## src/rtl/pin_filt_pkg.sv

```systemverilog
// Shared encodings for the pin filter and edge detector.
// Assumes: the codes match the 2-bit fields seen at the top-level ports.
package pin_filt_pkg;

    typedef enum logic [1:0] {
        FS_BYPASS   = 2'b00,
        FS_EVERY    = 2'b01,
        FS_DIV_MID  = 2'b10,
        FS_DIV_SLOW = 2'b11
    } filt_sel_e;

    typedef enum logic [1:0] {
        EP_RISE = 2'b00,
        EP_FALL = 2'b01,
        EP_BOTH = 2'b10,
        EP_NONE = 2'b11
    } edge_pol_e;

endpackage

```

## src/rtl/pinfilt_sync.sv

```systemverilog
// Multi-flop synchronizer for an asynchronous pin.
// Assumes: STAGES >= 2; the output is delayed by STAGES clocks and is reset low.
module pinfilt_sync #(
    parameter int STAGES = 2
) (
    input  logic clk,
    input  logic rst_n,
    input  logic d_i,
    output logic q_o
);
    logic [STAGES-1:0] chain_q;

    // Shift the pin through the synchronizer chain.
    always_ff @(posedge clk) begin
        if (!rst_n) chain_q <= '0;
        else        chain_q <= {chain_q[STAGES-2:0], d_i};
    end

    assign q_o = chain_q[STAGES-1];
endmodule

```

## src/rtl/pinfilt_tick.sv

```systemverilog
// Sampling tick generator for the filter.
// Assumes: DIV_MID and DIV_SLOW are powers of two with DIV_MID <= DIV_SLOW.
// A single free-running counter serves both dividers.
module pinfilt_tick
    import pin_filt_pkg::*;
#(
    parameter int DIV_MID  = 8,
    parameter int DIV_SLOW = 32
) (
    input  logic      clk,
    input  logic      rst_n,
    input  filt_sel_e sel_i,
    output logic      tick_o
);
    localparam int CW    = $clog2(DIV_SLOW);
    localparam int MID_W = $clog2(DIV_MID);

    logic [CW-1:0] cnt_q;

    // Free-running divider counter.
    always_ff @(posedge clk) begin
        if (!rst_n) cnt_q <= '0;
        else        cnt_q <= cnt_q + 1'b1;
    end

    // Pick the tick rate for the selected filter mode.
    always_comb begin
        unique case (sel_i)
            FS_BYPASS:   tick_o = 1'b0;
            FS_EVERY:    tick_o = 1'b1;
            FS_DIV_MID:  tick_o = &cnt_q[MID_W-1:0];
            FS_DIV_SLOW: tick_o = &cnt_q;
            default:     tick_o = 1'b0;
        endcase
    end

    // In slow mode, two ticks never fall on adjacent clocks.
    assert_slow_spacing_R2: assert property (@(posedge clk) disable iff (!rst_n)
        (sel_i == FS_DIV_SLOW && tick_o) |=> (!tick_o || sel_i != FS_DIV_SLOW));
endmodule

```

## src/rtl/pinfilt_vote.sv

```systemverilog
// Majority-free agreement filter: the level moves only after MATCH equal samples.
// Assumes: MATCH >= 2; in bypass the level copies the input every clock.
module pinfilt_vote #(
    parameter int MATCH = 3
) (
    input  logic clk,
    input  logic rst_n,
    input  logic bypass_i,
    input  logic tick_i,
    input  logic samp_i,
    output logic level_o
);
    logic [MATCH-2:0] hist_q;
    logic [MATCH-1:0] window;
    logic             lvl_q;

    assign window = {hist_q, samp_i};

    // Update the sample history and accept a new level on full agreement.
    always_ff @(posedge clk) begin
        if (!rst_n) begin
            hist_q <= '0;
            lvl_q  <= 1'b0;
        end else if (bypass_i) begin
            hist_q <= window[MATCH-2:0];
            lvl_q  <= samp_i;
        end else if (tick_i) begin
            hist_q <= window[MATCH-2:0];
            if (&window)       lvl_q <= 1'b1;
            else if (~|window) lvl_q <= 1'b0;
        end
    end

    assign level_o = lvl_q;

    // Between sampling ticks, the filtered level holds.
    assert_hold_between_ticks_R3: assert property (@(posedge clk) disable iff (!rst_n)
        (!bypass_i && !tick_i) |=> $stable(lvl_q));

    // Reset clears the level.
    assert_reset_low_R7: assert property (@(posedge clk)
        (!rst_n) |=> !lvl_q);
endmodule

```

## src/rtl/pinfilt_edge.sv

```systemverilog
// Edge detector on the filtered level, producing a one-clock strobe.
// Assumes: the previous-cycle copy resets low together with the level.
module pinfilt_edge
    import pin_filt_pkg::*;
(
    input  logic      clk,
    input  logic      rst_n,
    input  logic      level_i,
    input  edge_pol_e pol_i,
    output logic      event_o
);
    logic prev_q;
    logic rise, fall;

    // Remember the level of the previous clock.
    always_ff @(posedge clk) begin
        if (!rst_n) prev_q <= 1'b0;
        else        prev_q <= level_i;
    end

    assign rise = level_i & ~prev_q;
    assign fall = ~level_i & prev_q;

    // Map the detected edges onto the selected polarity.
    always_comb begin
        unique case (pol_i)
            EP_RISE: event_o = rise;
            EP_FALL: event_o = fall;
            EP_BOTH: event_o = rise | fall;
            default: event_o = 1'b0;
        endcase
    end

    // A single-edge mode never strobes on two adjacent clocks.
    assert_single_pulse_R6: assert property (@(posedge clk) disable iff (!rst_n)
        (event_o && pol_i != EP_BOTH && $stable(pol_i)) |=> !event_o);

    // The reserved code is silent.
    assert_reserved_silent_R5: assert property (@(posedge clk) disable iff (!rst_n)
        (pol_i == EP_NONE) |-> !event_o);
endmodule

```

## src/rtl/pin_event_filter.sv

```systemverilog
// Top: synchronizer, sampling tick, agreement filter and edge detector.
// Assumes: configuration fields change only while the pin is quiet; a stale
// event after reconfiguration is the consumer's to clear.
module pin_event_filter
    import pin_filt_pkg::*;
#(
    parameter int SYNC_STAGES = 2,
    parameter int MATCH       = 3,
    parameter int DIV_MID     = 8,
    parameter int DIV_SLOW    = 32
) (
    input  logic       clk,
    input  logic       rst_n,
    input  logic       pin_i,
    input  logic [1:0] filt_sel_i,
    input  logic [1:0] edge_pol_i,
    output logic       level_o,
    output logic       event_o
);
    filt_sel_e sel;
    edge_pol_e pol;
    logic      pin_sync;
    logic      tick;
    logic      lvl;

    assign sel = filt_sel_e'(filt_sel_i);
    assign pol = edge_pol_e'(edge_pol_i);

    pinfilt_sync #(.STAGES(SYNC_STAGES)) u_sync (
        .clk(clk), .rst_n(rst_n), .d_i(pin_i), .q_o(pin_sync)
    );

    pinfilt_tick #(.DIV_MID(DIV_MID), .DIV_SLOW(DIV_SLOW)) u_tick (
        .clk(clk), .rst_n(rst_n), .sel_i(sel), .tick_o(tick)
    );

    pinfilt_vote #(.MATCH(MATCH)) u_vote (
        .clk(clk), .rst_n(rst_n), .bypass_i(sel == FS_BYPASS),
        .tick_i(tick), .samp_i(pin_sync), .level_o(lvl)
    );

    pinfilt_edge u_edge (
        .clk(clk), .rst_n(rst_n), .level_i(lvl), .pol_i(pol), .event_o(event_o)
    );

    assign level_o = lvl;
endmodule

```

## config.mk

```make
export PLATFORM = sky130hd
export DESIGN_NAME = pin_event_filter
export DESIGN_NICKNAME = d
export VERILOG_FILES = /design/src/rtl/pin_filt_pkg.sv /design/src/rtl/pinfilt_sync.sv /design/src/rtl/pinfilt_tick.sv /design/src/rtl/pinfilt_vote.sv /design/src/rtl/pinfilt_edge.sv /design/src/rtl/pin_event_filter.sv
export SDC_FILE = /design/constraint.sdc
export NUM_CORES = 1
export LEC_CHECK = 0
export ABC_AREA = 1
export BUFFER_PORTS_ARGS = -buffer_cell sky130_fd_sc_hd__buf_2
export CAP_MARGIN = 20
export CORE_AREA = 2 2 39 41
export DETAILED_ROUTE_END_ITERATION = 7
export DIE_AREA = 0 0 41 43
export GPL_ROUTABILITY_DRIVEN = 0
export HOLD_SLACK_MARGIN = 0.03
export MAX_ROUTING_LAYER = met4
export PLACE_DENSITY = 0.56
export SKIP_CTS_REPAIR_TIMING = 1
export SYNTH_ARGS = -nofsm -noshare
export SYNTH_HDL_FRONTEND = slang
export SYNTH_SLANG_ARGS = --single-unit
```

## constraint.sdc

```tcl
create_clock -name clk -period 1.6 [get_ports clk]
set_input_delay 0.08 -clock clk [delete_from_list [all_inputs] [get_ports clk]]
set_output_delay 0.08 -clock clk [all_outputs]
set_load 0.005 [all_outputs]
```

==> impl_metrics.csv, run 1 <==
group,metric,value,unit
status,status,"complete, no violations",
final_layout,nets,89,
synth,synth.distinct_cells,16,
setup_path,crit_type,"reg2out",
detailed_routing,vias,408,
sta,slew-limit-headroom,0.875,
global_route,grt_pass1_vias,357,
final_layout,multi_input_area,226,um^2
setup_path,cp_max_fo,4,
job,cap_violations,0,
final_layout,fillers,139,
sta,rsz0062_at_grt,"no",
setup_path,cp_num_buf_inv,2,
synth,synth-seq-cells,11,
global_route,track_usage,0.116,
placed_design,place_ws,198,ps
floorplan,io_pins,9,
placed_design,dp_hpwl,576,um
clock_tree,clk_pin_slew,70,ps
setup_path,cp_top_family,"flip-flops",
pwr,peakVddDrop,0.401,mV
synth,yosysTopAreaCellShare,0.433,
synth,synth_nets,76,
synth,synth.avg_cell_area,7.94,um^2
detailed_routing,wirelength,760,um
sta,worstMarginPinSlew,188,ps
clock_tree,cts_buffers,3,
floorplan,die_h,43,um
clock_tree,cts-root-buf,"clkbuf_4",
sta,hold_violations,0,
sta,fin_worst_skew,0.185,ps
final_layout,area_delta_synth_final,18.2,%
final_layout,drive_above_1_share,0.197,
final_layout,final_cell_mix,"inv_1, nand2_1, dfxtp_1, buf_2, ha_1",
worst_hold_path,hold_class,"in2reg",
sta,max_freq,0.676,GHz
sta,fin_crit,1480,ps
sta,post-route-period-util,0.924,
sta,tns,0,ps
synth,yosysSeqAreaShare,0.433,
synth,syn_area,508,um^2
synth,synthCells,64,
detailed_routing,drt-initial-drc-count,2,
detailed_routing,drt_pass1_iterations,4,
final_layout,layout_commonest_cell,"inv_1",
detailed_routing,drtAntennaViolNets,0,
detailed_routing,drc,0,
global_route,grt_first_pass_wirelength,1320,um
detailed_routing,wl_per_cell,8.26,um
setup_path,worstPathRequired,1520,ps
setup_path,endpoint_kind,"output port",
clock_tree,clock_latency,260,ps
pwr,total_power,525,uW
floorplan,start_util,0.367,
synth,yosysWarnings,0,
setup_path,cp_slowest_cell,"dfxtp_2",
sta,maxSlewViolCount,0,
floorplan,fp.dieArea,1760,um^2
global_route,grt_max_degree,12,
setup_path,critPathLaunchType,"register",
clock_tree,cts_sinks,11,
floorplan,num_rows,14,
sta,setup_viol,0,
final_layout,regArea,221,um^2
pwr,p_leak,0.000347,uW
pwr,powerDensity,875,nW/um^2
detailed_routing,viasPerCell,4.43,
global_route,antenna_found_initial,0,
clock_tree,cts_htree_levels,1,
clock_tree,cts_tree,"yes",
synth,synth_area_leaders,"dfxtp_1, ha_1, inv_1",
setup_path,cp.arrival,1400,ps
clock_tree,cts_buffer_depth,2,
global_route,gr-total-overflow,0,
floorplan,dieWidth,41,um
synth,synth_top_area_cell,"dfxtp_1",
floorplan,coreArea,1380,um^2
final_layout,antenna_cells,0,
setup_path,timing.rr.start,"u_tick.cnt_q[0]",
setup_path,worstPathCellList,"inv_1, ha_1, o21ai_0, nor3b_1, buf_2",
setup_path,cpPeakStageDelay,350,ps
worst_hold_path,hold_start,"rst_n",
placed_design,portBuffers,8,
setup_path,crit_start,"u_vote.level_o",
sta,fin_ws,121,ps
-- layer usage --
layer,up-vias,part of all wire,GRT usage
li1,219,-,-
met1,180,0.48,0.136
met2,9,0.46,0.156
met3,0,0.061,0.0471
met4,0,0,0.0800
met5,-,0,-
-- cell type report --
type | count | share of cell area
sequential | 11 | 0.369
timing repair buffer | 9 | 0.0833
clock buffer | 4 | 0.0438
multi-input combinational | 37 | 0.377
tap | 16 | 0.0333
inverter | 15 | 0.0938
-- kinds of logic after synthesis --
family,count (synthesis),synth area share
buffers and inverters,16,0.121
DFF,11,0.433
adders and majority gates,5,0.123
AOI/OAI and AO/OA,8,0.0788
and+or+nand+nor,24,0.244
-- Yosys cell counts --
cell and instances:
a21oi_1 3, nand2_4 1, nor3_1 1, o21ai_1 2, nand3_4 1, ha_1 5, nor2_1 3, buf_2 1
and3_1 2, inv_1 14, nand3_1 2, o21ai_0 3, inv_2 1, nor3b_1 1, nand2_1 13, dfxtp_1 11
-- final timing paths --
kind	end	slack, ps	depth (start not counted)
worst max-delay path	event_o	120	5
worst min-delay path	u_tick.cnt_q[0]	120	3
worst max register to register	u_vote.level_o	170	7
worst min register to register	u_sync.chain_q[1]	420	2
-- power by group --
| group | internal, uW | total [uW] | leakage [uW] | switching [uW] |
|---|---|---|---|---|
| registers | 286 | 293 | 0.0000906 | 7.17 |
| clock network | 96.2 | 184 | 0.0000150 | 87.6 |
| logic | 22.8 | 48.5 | 0.000241 | 25.7 |
| total | 405 | 525 | 0.000347 | 120 |
-- through the flow --
| stage | std cells | util | hold slack [ps] | area, um^2 |
|---|---|---|---|---|
| floorplan | 64 | - | 178 | 508 |
| global placement | 87 | 0.407 | 264 | 563 |
| detailed placement | 87 | 0.407 | 271 | 563 |
| CTS | 91 | 0.426 | -3.77 | 589 |
| global route | 92 | 0.434 | 136 | 601 |
| finish | 92 | 0.434 | 124 | 601 |
-- registers in the layout (all words and copies together) (netlist names) --
name and flops:
u_edge.prev_q 1, u_vote.level_o 1, u_tick.cnt_q 5, u_sync.chain_q 2, u_vote.hist_q 2
-- tightest hold or removal path: cells and delay by family --
family	cells	cell delay (ps)
buf+inv	2	240
simple gates	1	30
Power figures use the tool's default switching activity.
==> run 2: changes to the inputs <==
==> constraint.sdc (replaced) <==
create_clock -name clk -period 1.6 [get_ports clk]
set_input_delay 0.16 -clock clk [delete_from_list [all_inputs] [get_ports clk]]
set_output_delay 0.16 -clock clk [all_outputs]
set_load 0.005 [all_outputs]
==> run 2 against run 1 <==
  * Setup slack improved by 6.8 ps
  * Clock power about the same
  * Flip-flop and latch count unchanged
  * Clock skew about the same
  * Total power decreased by 0.12%
  * Critical path depth unchanged
  * Die area unchanged
  * Via count decreased by 0.98%
  * Sequential share of layout area decreased by 0.15 points
  * Sequential power about the same
  * Cell count unchanged
  * Routed wire length decreased by 0.26%
  * Critical endpoint unchanged
  * Highest routed layer unchanged
==> impl_metrics.csv, run 2 (synthesis results as in run 1) <==
group,metric,value,unit
floorplan,die_h,43,um
setup_path,crit_start,"u_vote.level_o",
sta,fin_worst_skew,0.258,ps
sta,maxSlewViolCount,0,
detailed_routing,top_layer,"met3",
pwr,seqPwrFrac,0.558,
sta,hold_violations,0,
setup_path,cp_max_fo,3,
global_route,grt_first_pass_wirelength,1320,um
sta,tns,0,ps
pwr,switchingPower,121,uW
final_layout,top_register,"u_tick.cnt_q",
pwr,intPower,404,uW
final_layout,antenna_cells,0,
status,status,"complete, no violations",
final_layout,fin_area,603,um^2
pwr,p_comb_frac,0.091,
placed_design,portBuffers,8,
final_layout,nets,89,
pwr,powerDensity,870,nW/um^2
setup_path,worstPathCellList,"inv_1, ha_1, o21ai_1, nor3b_2, buf_2",
final_layout,reg_top3,"u_tick.cnt_q (5), u_sync.chain_q (2), u_vote.hist_q (2)",
floorplan,fp.dieArea,1760,um^2
final_layout,regArea,221,um^2
pwr,p_leak,0.000350,uW
setup_path,cp_top_family,"flip-flops",
floorplan,start_util,0.367,
setup_path,rrSetupSlack,170,ps
detailed_routing,met2WireLength,344,um
clock_tree,cts_htree_levels,1,
final_layout,area_delta_synth_final,18.7,%
detailed_routing,wirelength,758,um
setup_path,endpoint_kind,"output port",
setup_path,cp_num_buf_inv,2,
global_route,antenna_found_initial,0,
setup_path,cp.arrival,1310,ps
sta,post-route-period-util,0.920,
detailed_routing,drt-initial-drc-count,2,
floorplan,coreArea,1380,um^2
clock_tree,cts_tree,"yes",
detailed_routing,viasPerCell,4.39,
detailed_routing,drc,0,
floorplan,dieWidth,41,um
final_layout,layout_commonest_cell,"inv_1",
pwr,total_power,525,uW
final_layout,largest_reg_flops,5,
placed_design,placed_area,563,um^2
clock_tree,clk_pin_slew,70,ps
floorplan,io_pins,9,
detailed_routing,drt_pass1_iterations,4,
global_route,gr-total-overflow,0,
global_route,track_usage,0.116,
setup_path,cp_slowest_cell,"dfxtp_2",
job,cap_violations,0,
setup_path,critPathLaunchType,"register",
final_layout,fillers,141,
final_layout,drive_above_1_share,0.224,
clock_tree,cts_sinks,11,
pwr,peakVddDrop,0.401,mV
pwr,p_sw_frac,0.230,
final_layout,final_cell_mix,"inv_1, nand2_1, dfxtp_1, buf_2, ha_1",
global_route,grt_pass1_vias,357,
clock_tree,cts_buffers,3,
sta,rsz0062_at_grt,"no",
global_route,grt_max_degree,12,
sta,worstMarginPinSlew,217,ps
detailed_routing,vias,404,
clock_tree,clock_latency,260,ps
setup_path,timing.rr.start,"u_tick.cnt_q[0]",
detailed_routing,drt-met1-wl,366,um
placed_design,dp_hpwl,576,um
sta,setup_viol,0,
detailed_routing,drtAntennaViolNets,0,
detailed_routing,wl_per_cell,8.24,um
sta,max_freq,0.679,GHz
pwr,clkPwrFrac,0.350,
sta,fin_crit,1470,ps
setup_path,worstPathRequired,1440,ps
floorplan,num_rows,14,
sta,slew-limit-headroom,0.854,
final_layout,multi_input_area,231,um^2
clock_tree,cts-root-buf,"clkbuf_4",
setup_path,cpPeakStageDelay,340,ps
detailed_routing,wl_met3,47,um
worst_hold_path,hold_class,"in2reg",
sta,whs,80.6,ps
setup_path,crit_type,"reg2out",
worst_hold_path,hold_start,"pin_i",
clock_tree,cts_buffer_depth,2,
==> run 2: changes by cell type in the layout (fill, tap and decap cells not counted), sizes merged <==
| cell | before | now |
|---|---|---|
| dlygate4sd3 | 1 | 0 |
| buf | 8 | 9 |
==> run 2: worst reg2reg max path: stages (launching register included) <==
cell     delay [ps]
dfxtp_1         330
ha_1            220
and3_1          180
ha_1            170
nand2_1         100
nand3_4         100
and3_1          180
nor2_1           80
==> run 2: worst paths after layout <==
| path | end | cells past startpoint |
|---|---|---|
| worst max-delay path | event_o | 5 |
| worst min-delay path | u_sync.chain_q[0] | 3 |
| worst max register to register | u_vote.level_o | 7 |
| worst min register to register | u_sync.chain_q[1] | 2 |
==> run 2: per-layer routing <==
layer / vias up / GRT usage
li1: 219 / -
met1: 176 / 0.136
met2: 9 / 0.156
met3: 0 / 0.0471
met4: 0 / 0.0800
met5: - / -
==> run 2: through the flow <==
step | cells | util | setup WS [ps]
after detailed placement | 87 | 0.407 | 198
after floorplan | 64 | - | 266
after global routing | 92 | 0.436 | 22.0
final | 92 | 0.436 | 128
after global placement | 87 | 0.407 | 216
after CTS | 91 | 0.426 | -16.5
==> run 2: power groups by stage <==
stage	clock, uW	sequential (uW)	combinational [uW]
4_1_cts	190	293	47.9
6_report	184	293	48.0
5_1_grt	202	294	56.2
2_1_floorplan	0	298	31.2
3_5_place_dp	0	299	46.7
3_3_place_gp	0	299	45.8
==> run 2: layout make-up <==
cell class,instances,share of cell area
repair buffers,9,0.0788
well taps,16,0.0332
clock buffers,4,0.0436
inverters,15,0.0934
multi-input cells,37,0.384
flip-flops and latches,11,0.367
==> run 3: changes to the inputs <==
REMOVE_ABC_BUFFERS = 1   (was default)
==> run 3 against run 2 <==
  * Count of clock-buffer cells in the layout did not move
  * Non-clock buffer count fell by 1
  * Global-route usage fell by 0.060 points
  * Fmax rose by 0.92%
  * Critical path depth did not move
  * Total power fell by 0.49%
  * Cell count fell by 1.1%
  * Register-to-register slack barely moved
  * Flip-flop and latch count did not move
  * Critical path type unchanged
  * Largest power group unchanged
==> impl_metrics.csv, run 3 (synthesis results as in run 1) <==
group,metric,value,unit
clock_tree,cts_sinks,11,
setup_path,cp_max_fo,4,
floorplan,dieWidth,41,um
setup_path,critPathLaunchType,"register",
detailed_routing,viasPerCell,4.35,
floorplan,die_h,43,um
global_route,track_usage,0.116,
sta,fin_ws,142,ps
sta,hold_violations,0,
final_layout,top_register,"u_tick.cnt_q",
global_route,antenna_found_initial,0,
placed_design,dp_hpwl,588,um
global_route,grt_first_pass_wirelength,1250,um
sta,fin_crit,1460,ps
setup_path,cp.arrival,1300,ps
pwr,peakVddDrop,0.340,mV
global_route,gr-total-overflow,0,
floorplan,start_util,0.367,
sta,maxSlewViolCount,0,
clock_tree,cts-root-buf,"clkbuf_4",
floorplan,fp.dieArea,1760,um^2
pwr,p_leak,0.000346,uW
final_layout,area_delta_synth_final,19.7,%
sta,slew-limit-headroom,0.862,
clock_tree,cts_buffer_depth,2,
final_layout,nets,88,
sta,rsz0062_at_grt,"no",
sta,worstMarginPinSlew,205,ps
detailed_routing,drt_pass1_iterations,1,
status,status,"complete, no violations",
worst_hold_path,hold_start,"pin_i",
detailed_routing,wl_per_cell,8.54,um
sta,post-route-period-util,0.912,
final_layout,largest_reg_flops,5,
clock_tree,cts_buffers,3,
sta,setup_viol,0,
floorplan,coreArea,1380,um^2
detailed_routing,wirelength,777,um
setup_path,endpoint_kind,"output port",
placed_design,place_ws,180,ps
pwr,powerDensity,859,nW/um^2
clock_tree,clock_latency,260,ps
final_layout,finish.utilization,0.439,
final_layout,final_cell_mix,"inv_1, nand2_1, dfxtp_1, buf_2, ha_1",
clock_tree,cts_tree,"yes",
setup_path,timing.rr.start,"u_tick.cnt_q[0]",
sta,fin_worst_skew,1.42,ps
floorplan,num_rows,14,
detailed_routing,vias,396,
setup_path,crit_type,"reg2out",
worst_hold_path,hold_class,"in2reg",
global_route,grt_max_degree,12,
final_layout,drive_above_1_share,0.240,
global_route,grt_pass1_vias,365,
setup_path,worstPathRequired,1440,ps
final_layout,antenna_cells,0,
setup_path,crit_start,"u_vote.level_o",
detailed_routing,drtAntennaViolNets,0,
floorplan,io_pins,9,
detailed_routing,drt-initial-drc-count,0,
job,cap_violations,0,
sta,max_freq,0.686,GHz
clock_tree,cts_htree_levels,1,
detailed_routing,drc,0,
clock_tree,clk_pin_slew,70,ps
final_layout,reg_top3,"u_tick.cnt_q (5), u_sync.chain_q (2), u_vote.hist_q (2)",
placed_design,portBuffers,8,
==> run 3: changes by cell type in the layout (fill, tap and decap cells not counted), sizes merged <==
cell | before | now
buf | 9 | 8
==> run 3: routing by layer <==
layer	GRT usage	wire length [um]
met1	0.0977	363
met2	0.181	357
met3	0.0471	48
met4	0.100	8
met5	-	0
==> run 3: path summary, 6_finish.rpt <==
path	cells past startpoint	slack, ps	end
setup reg to reg	7	170	u_vote.level_o
setup / recovery	5	140	event_o
hold / removal	3	80	u_sync.chain_q[0]
hold reg to reg	2	410	u_sync.chain_q[1]
==> run 3: area by class of cell <==
cell class,instances,area [um^2]
Timing Repair Buffer,8,40.0
Inverter,15,56.3
Tap cell,16,20.0
Sequential cell,11,221
Fill cell,144,776
Multi-Input combinational cell,37,244
Clock buffer,4,26.3
==> run 3: through the flow <==
stage | total power, uW | TNS [ps] | hold slack, ps | area (um^2) | instances
6_report | 522 | 0 | 84.5 | 608 | 91
5_1_grt | 549 | 0 | 64.3 | 608 | 91
4_1_cts | 527 | -48.2 | 75.9 | 589 | 91
3_5_place_dp | 345 | 0 | 349 | 563 | 87
3_3_place_gp | 344 | 0 | 343 | 563 | 87
2_1_floorplan | 326 | 0 | 253 | 503 | 63
==> run 3: critical path, cell delays in order, from the launching register on <==
cell	delay (ps)
dfxtp_2	360
inv_2	60
ha_4	220
o21ai_1	120
nor3b_2	160
buf_2	130
==> run 3: power breakdown <==
part / switching [uW] / internal [uW]
sequential: 7.29 / 286
clock: 85.6 / 96.2
combinational: 25.7 / 21.5
total: 119 / 404
